`src/rtl/tone_pkg.sv`:
```
package tone_pkg;

    typedef enum logic [1:0] {
        TM_CONT  = 2'd0,
        TM_GATED = 2'd1,
        TM_PASS  = 2'd2
    } tone_mode_e;

    typedef struct packed {
        logic sq;
        logic last;
    } div_state_t;

    function automatic tone_mode_e pick_mode(input logic force_on, input logic ext_sel);
        if (force_on)
            return TM_CONT;
        else if (ext_sel)
            return TM_PASS;
        else
            return TM_GATED;
    endfunction

    function automatic int unsigned half_of(input int unsigned div);
        return div / 2;
    endfunction

endpackage

```
`src/rtl/tone_div.sv`:
```
module tone_div
    import tone_pkg::*;
#(
    parameter int unsigned DIV = 20,
    parameter int unsigned CW  = $clog2(DIV)
) (
    input  logic          clk,
    input  logic          rst,
    output logic [CW-1:0] cnt,
    output div_state_t    st
);
    localparam logic [CW-1:0] LAST = CW'(DIV - 1);
    localparam logic [CW-1:0] HALF = CW'(half_of(DIV));

    always_ff @(posedge clk) begin
        if (rst)
            cnt <= '0;
        else if (cnt == LAST)
            cnt <= '0;
        else
            cnt <= cnt + 1'b1;
    end

    always_comb begin
        st.sq   = (cnt < HALF);
        st.last = (cnt == LAST);
    end
endmodule

```
`src/rtl/tone_sync.sv`:
```
module tone_sync #(
    parameter int unsigned STAGES = 2
) (
    input  logic clk,
    input  logic rst,
    input  logic din,
    output logic dout
);
    logic [STAGES-1:0] chain;

    for (genvar i = 0; i < STAGES; i++) begin : g_stage
        if (i == 0) begin : g_first
            always_ff @(posedge clk) begin
                if (rst) chain[i] <= 1'b0;
                else     chain[i] <= din;
            end
        end else begin : g_next
            always_ff @(posedge clk) begin
                if (rst) chain[i] <= 1'b0;
                else     chain[i] <= chain[i-1];
            end
        end
    end

    assign dout = chain[STAGES-1];
endmodule

```
`src/rtl/tone_gate_ctl.sv`:
```
module tone_gate_ctl
    import tone_pkg::*;
(
    input  logic       clk,
    input  logic       rst,
    input  div_state_t st,
    input  logic       pin_s,
    output logic       gate_open
);
    always_ff @(posedge clk) begin
        if (rst)
            gate_open <= 1'b0;
        else if (st.last)
            gate_open <= pin_s;
    end
endmodule

```
`src/rtl/tone_out.sv`:
```
module tone_out
    import tone_pkg::*;
(
    input  logic       clk,
    input  logic       rst,
    input  tone_mode_e mode,
    input  div_state_t st,
    input  logic       gate_open,
    input  logic       pin_s,
    output logic       tone_gate,
    output logic       conv_en
);
    logic nxt;

    always_comb begin
        case (mode)
            TM_CONT:  nxt = st.sq;
            TM_GATED: nxt = gate_open & st.sq;
            TM_PASS:  nxt = pin_s;
            default:  nxt = 1'b0;
        endcase
    end

    always_ff @(posedge clk) begin
        if (rst) begin
            tone_gate <= 1'b0;
            conv_en   <= 1'b0;
        end else begin
            tone_gate <= nxt;
            conv_en   <= 1'b1;
        end
    end
endmodule

```
`src/rtl/tone_select_top.sv`:
```
module tone_select_top
    import tone_pkg::*;
#(
    parameter int unsigned DIV         = 20,
    parameter int unsigned SYNC_STAGES = 2
) (
    input  logic clk,
    input  logic rst,
    input  logic reg_tone_on,
    input  logic reg_ext_sel,
    input  logic mod_pin,
    output logic tone_gate,
    output logic conv_en
);
    localparam int unsigned CW = $clog2(DIV);

    logic [CW-1:0] div_cnt;
    div_state_t    div_st;
    logic          pin_sync;
    logic          gate_open;
    tone_mode_e    mode;

    assign mode = pick_mode(reg_tone_on, reg_ext_sel);

    tone_div #(.DIV(DIV), .CW(CW)) u_div (
        .clk (clk),
        .rst (rst),
        .cnt (div_cnt),
        .st  (div_st)
    );

    tone_sync #(.STAGES(SYNC_STAGES)) u_sync (
        .clk  (clk),
        .rst  (rst),
        .din  (mod_pin),
        .dout (pin_sync)
    );

    tone_gate_ctl u_gate (
        .clk       (clk),
        .rst       (rst),
        .st        (div_st),
        .pin_s     (pin_sync),
        .gate_open (gate_open)
    );

    tone_out u_out (
        .clk       (clk),
        .rst       (rst),
        .mode      (mode),
        .st        (div_st),
        .gate_open (gate_open),
        .pin_s     (pin_sync),
        .tone_gate (tone_gate),
        .conv_en   (conv_en)
    );
endmodule

```
`config.mk`:
```
export PLATFORM = sky130hd
export DESIGN_NAME = tone_select_top
export DESIGN_NICKNAME = d
export VERILOG_FILES = /design/src/rtl/tone_pkg.sv /design/src/rtl/tone_div.sv /design/src/rtl/tone_sync.sv /design/src/rtl/tone_gate_ctl.sv /design/src/rtl/tone_out.sv /design/src/rtl/tone_select_top.sv
export SDC_FILE = /design/constraint.sdc
export NUM_CORES = 1
export LEC_CHECK = 0
export BUFFER_PORTS_ARGS = -buffer_cell sky130_fd_sc_hd__buf_2
export CORE_AREA = 2 2 39 41
export CTS_CLUSTER_DIAMETER = 50
export CTS_CLUSTER_SIZE = 25
export DETAILED_ROUTE_END_ITERATION = 7
export DIE_AREA = 0 0 41 43
export GPL_ROUTABILITY_DRIVEN = 0
export PLACE_DENSITY = 0.44
export SLEW_MARGIN = 10
export SYNTH_ARGS = -nofsm -noshare
export SYNTH_HDL_FRONTEND = slang
export SYNTH_SLANG_ARGS = --single-unit
```
`constraint.sdc`:
```
create_clock -name clk -period 2.64 [get_ports clk]
set_clock_uncertainty 0.05 [all_clocks]
set_input_delay 0.528 -clock clk [delete_from_list [all_inputs] [get_ports clk]]
set_output_delay 0.528 -clock clk [all_outputs]
set_load 0.005 [all_outputs]
```
* Yosys cells after proc, flatten, opt, wreduce, memory -nomap -nowiden *
Cells that the tools add are included.

word-level totals
  register bits after elaboration = 10
  latch bits = 0
  RAM bits = 0
  bits in read-only memories = 0
  input port bits = 5
  output and inout bits = 2
  word-level logic and storage cells = 18
  memories kept = 0

operators by class
  add/sub/neg operators = 1
  $mul = 0
  divide/modulo/power cells = 0
  magnitude comparators = 1
  equality and inequality tests = 3
  shifts and indexed selects = 0
  multiplexer cells = 4
  bitwise logic cells = 1
  reductions and logical operators = 2

operator list
  cell                                                                   count
  5-bit by 1-bit adder with 5-bit output, second input constant          1
  5-bit equality test, second input constant                             1
  5-bit by 4-bit < comparator with 1-bit output, second input constant   1
  2-bit two-way mux                                                      2
  1-bit one-hot mux with 3 select lines                                  1
  2-bit by 1-bit equality test with 1-bit output, second input constant  1
  2-bit equality test, second input constant                             1
  2-bit logical NOT                                                      1
  2-bit OR reduction                                                     1
  1-bit bitwise AND                                                      1
  1-bit two-way mux                                                      1

* Logic depth before layout (Yosys ltp) *
  depth after elaboration = 4
  gate-level depth with buffers = 4
  gate-level depth less buffers = 4

* Cells and area by module *
Synthesis repeated with hierarchy kept, for this count alone.

second synthesis, totals
  cell total of the unflattened synthesis = 40
  area total of the unflattened synthesis = 404.1 sq um

by module, submodules not included
  module           times used  cells an instance  area each (sq um)  sequential area each (sq um)
  tone_div         1           24                 226.5              100.1
  tone_out         1           7                  73.8               40.0
  tone_sync        1           4                  52.6               40.0
  tone_gate_ctl    1           3                  33.8               20.0
  tone_select_top  1           2                  17.5               0.0

* Worst setup path after synthesis *
No wires, ideal clock.

  kind = register to register
  start point = register u_div.cnt[0]
  end point = register u_gate.gate_open
  library setup time = 114 ps
  arrival time = 1006 ps
  data required time = 2476 ps
  slack = 1469 ps
  cell stages (with the launch flop) = 5
  path buffers = 0
  clock period less this slack = 1171 ps
  path through = dfxtp_1 ha_1 nor4bb_4 mux2i_1 nor2_1

on the way
  cells in the longest elaborated chain, start to end = 1

ends and longest elaborated chain
  element                 line                 RTL
  start, declared         tone_div.sv:9        output logic [CW-1:0] cnt,
  start signal, assigned  tone_div.sv:21       cnt <= cnt + 1'b1;
  5-bit equality test     tone_div.sv:26       st.last = (cnt == LAST);
  end signal, assigned    tone_gate_ctl.sv:14  gate_open <= pin_s;
  end, declared           tone_gate_ctl.sv:8   output logic gate_open

No other way between the ends.
A chain may end at the register's enable or synchronous reset.

* Worst setup path in the final report *
  start point = register u_div.cnt[1]
  end point = register u_div.cnt[3]

on the way
  cells in the longest elaborated chain, start to end = 2
  elaborated cells on any way between the ends = 3
  classes of those cells = 1 x add/sub; 1 x eq/ne; 1 x reduce/logical

ends and longest elaborated chain
  element
  branches (longest 2 deep; another with 5-bit by 1-bit adder with 5-bit output)

Parallel ways; which one is timed is not known.

==> impl_metrics.env <==
export IMPL_status="finished clean"
export IMPL_synth_top_area_share_pct=51.9
export IMPL_dr_pass1_iters=3
export IMPL_hold_violations=0
export IMPL_tns_ps=0
export IMPL_cts_tree="yes"
export IMPL_root_buffer="clkbuf_4"
export IMPL_die_w_um=41
export IMPL_relSlewSlack_pct=80.5
export IMPL_synth_cell_types=16
export IMPL_yosysTopAreaCell="dfxtp_1"
export IMPL_cp_depth=4
export IMPL_place_inst=59
export IMPL_ioPinCount=7
export IMPL_end_kind="flip-flop"
export IMPL_fin_util_pct=33.1
export IMPL_yosysWarnings=0
export IMPL_drv_slew=0
export IMPL_h_tree_depth=1
export IMPL_ys_ff_latch=10
export IMPL_worst_ir_drop_vdd_mv=0.214
export IMPL_area_growth_pct=18.8
export IMPL_postRouteAntennaNets=0
export IMPL_netlist_top_cells_count="10 x dfxtp_1, 5 x nor2_1, 4 x nor2b_1"
export IMPL_final_min_clock_period_ps=1300
export IMPL_setup_viol=0
export IMPL_cts_buffers=3
export IMPL_critPathMaxFanout=4
export IMPL_power_leakage_nw=0.178
export IMPL_nNetsFinal=54
export IMPL_cp_top_family="simple AND/OR/NAND/NOR gates"
export IMPL_cts_hold_buffers=0
export IMPL_seq_area_frac_synth_pct=51.9
export IMPL_postCtsSetupBuffers=0
export IMPL_dieArea_um2=1760
export IMPL_synth_edf_count=0
export IMPL_drt_total_wl_um=672
export IMPL_ctsLongestPathBuffers=2
export IMPL_swShare_pct=21.7
export IMPL_slowest_stage="dfxtp_1"
export IMPL_clkPwrFrac_pct=35.2
export IMPL_die_y_um=43
export IMPL_cts_resized=0
export IMPL_worst_slew_pin_transition_ps=293
export IMPL_rows=14
export IMPL_post_dp_hpwl_um=516
export IMPL_clkLatencyLatePin_ps=260
export IMPL_cp_num_buf_inv=0
export IMPL_required_ps=2740
export IMPL_crit_type="flip-flop to flip-flop"
export IMPL_route_detailed_drc=0
export IMPL_cts_sinks=10
export IMPL_synth_cells=37
export IMPL_cap_violations=0
export IMPL_cp_data_arrival_time_ps=1400
export IMPL_switchingPower_mw=0.0610
export IMPL_grtUsageTotal_pct=10.4
export IMPL_antenna_found_initial=0
export IMPL_p_int_mw=0.221
export IMPL_ys_flop_type="dfxtp_1"
export IMPL_num_antenna_cells=0
export IMPL_avgSynthCellArea_um2=10.4
export IMPL_synthesis_area_um2=385
export IMPL_portBuffers=6
export IMPL_vias=279
export IMPL_stdcell_count=62
export IMPL_clkTransAtPathRegs_ps=60
export IMPL_total_power_mw=0.282
export IMPL_hold_path_class="flip-flop to flip-flop"
export IMPL_grt_max_degree=8
export IMPL_wl_per_cell_um=10.8
export IMPL_r2r_cells=4
export IMPL_p_seq_share_pct=58.1
export IMPL_initial_core_util_pct=27.8
export IMPL_grt_ovfl_total=0
export IMPL_grt_pass1_vias=309
export IMPL_synth_async_reset_ratio_pct=0
export IMPL_synth_area_leaders="dfxtp_1 52%, nor2b_1 6.5%, nor4bb_4 6.5%"
export IMPL_critPathLaunchType="flip-flop"
export IMPL_fillers=139
export IMPL_max_stage_delay_ps=350
export IMPL_fmax_mhz=768
export IMPL_drt_vias_per_instance=4.50
export IMPL_p_comb_share_pct=6.7
export IMPL_fin_crit_sh_pct=49.3
export IMPL_path_cells="ha_1 > nor4bb_4 > or2_1 > nor2_1"
export IMPL_holdPathStages=1
export IMPL_power_density_nw_per_um2=615
export IMPL_drtIter0Drc=2
export IMPL_yosysMostFrequentCell="dfxtp_1"
export IMPL_core_region_area_um2=1380
export IMPL_drive_gt1_share_pct=21.7
export IMPL_hold_slack_ps=396
export IMPL_synth_nets=43
export IMPL_grt_first_pass_wirelength_um=1180
export IMPL_grt_setup_unrepaired="false"
==> layout by cell type (no fill, tap or decap) <==
cell type	n
dfxtp_1	10
buf_2	6
nor2_1	5
nor2b_1	4
inv_1	3
o21ai_0	3
clkbuf_4	3
nand4b_1	2
nor4bb_4	1
or2_1	1
nand3_1	1
xor2_1	1
xnor2_1	1
mux2i_1	1
nand3b_1	1
a31oi_1	1
o31ai_1	1
ha_1	1
==> layout make-up <==
| type | instances | area, um^2 | area share [%] |
|---|---|---|---|
| flip-flops and latches | 10 | 200 | 43.7 |
| multi-input cells | 24 | 174 | 38.0 |
| repair buffers | 6 | 30.0 | 6.56 |
| clock buffers | 3 | 22.5 | 4.92 |
| well taps | 16 | 20.0 | 4.37 |
| inverters | 3 | 11.3 | 2.46 |
==> final timing paths <==
check / startpoint / to / slack [ps]
setup / recovery: u_div.cnt[1] / u_div.cnt[3] / 1340
setup reg to reg: u_div.cnt[1] / u_div.cnt[3] / 1340
hold / removal: u_div.cnt[0] / u_div.cnt[0] / 400
hold reg to reg: u_div.cnt[0] / u_div.cnt[0] / 400
==> metal layers <==
| metal | GRT usage [%] | share of wire, % |
|---|---|---|
| met5 | 0 | 0 |
| met4 | 8.00 | 0.60 |
| met3 | 4.71 | 3.6 |
| met2 | 15.9 | 54 |
| met1 | 10.1 | 42 |
==> state kept, by name, indices dropped and copies added (netlist names) <==
register	count
u_div.cnt	5
u_sync.chain	1
u_out.tone_gate	1
u_sync.dout	1
u_gate.gate_open	1
u_out.conv_en	1
==> logic make-up after synthesis <==
family,after synthesis,share of synthesized area (%)
compound gates,5,7.47
xor+xnor,2,4.55
fa+ha+maj,1,3.25
buf+inv,3,2.92
flops,10,51.9
mux,1,2.60
simple gates,15,27.3
==> power groups by stage <==
stage / combinational, mW / sequential, mW / clock [mW]
after floorplan: 0.0114 / 0.166 / 0
after global placement: 0.0187 / 0.167 / 0
after detailed placement: 0.0194 / 0.167 / 0
after CTS: 0.0194 / 0.164 / 0.105
after global routing: 0.0216 / 0.165 / 0.114
final: 0.0189 / 0.164 / 0.0991
==> through the flow <==
stage / cell area [um^2] / worst slack (ps)
2_1_floorplan: 385 / 1470
3_3_place_gp: 435 / 1380
3_5_place_dp: 435 / 1350
4_1_cts: 458 / 1340
5_1_grt: 458 / 1230
6_report: 458 / 1340
(Power assumes the default switching activity.)
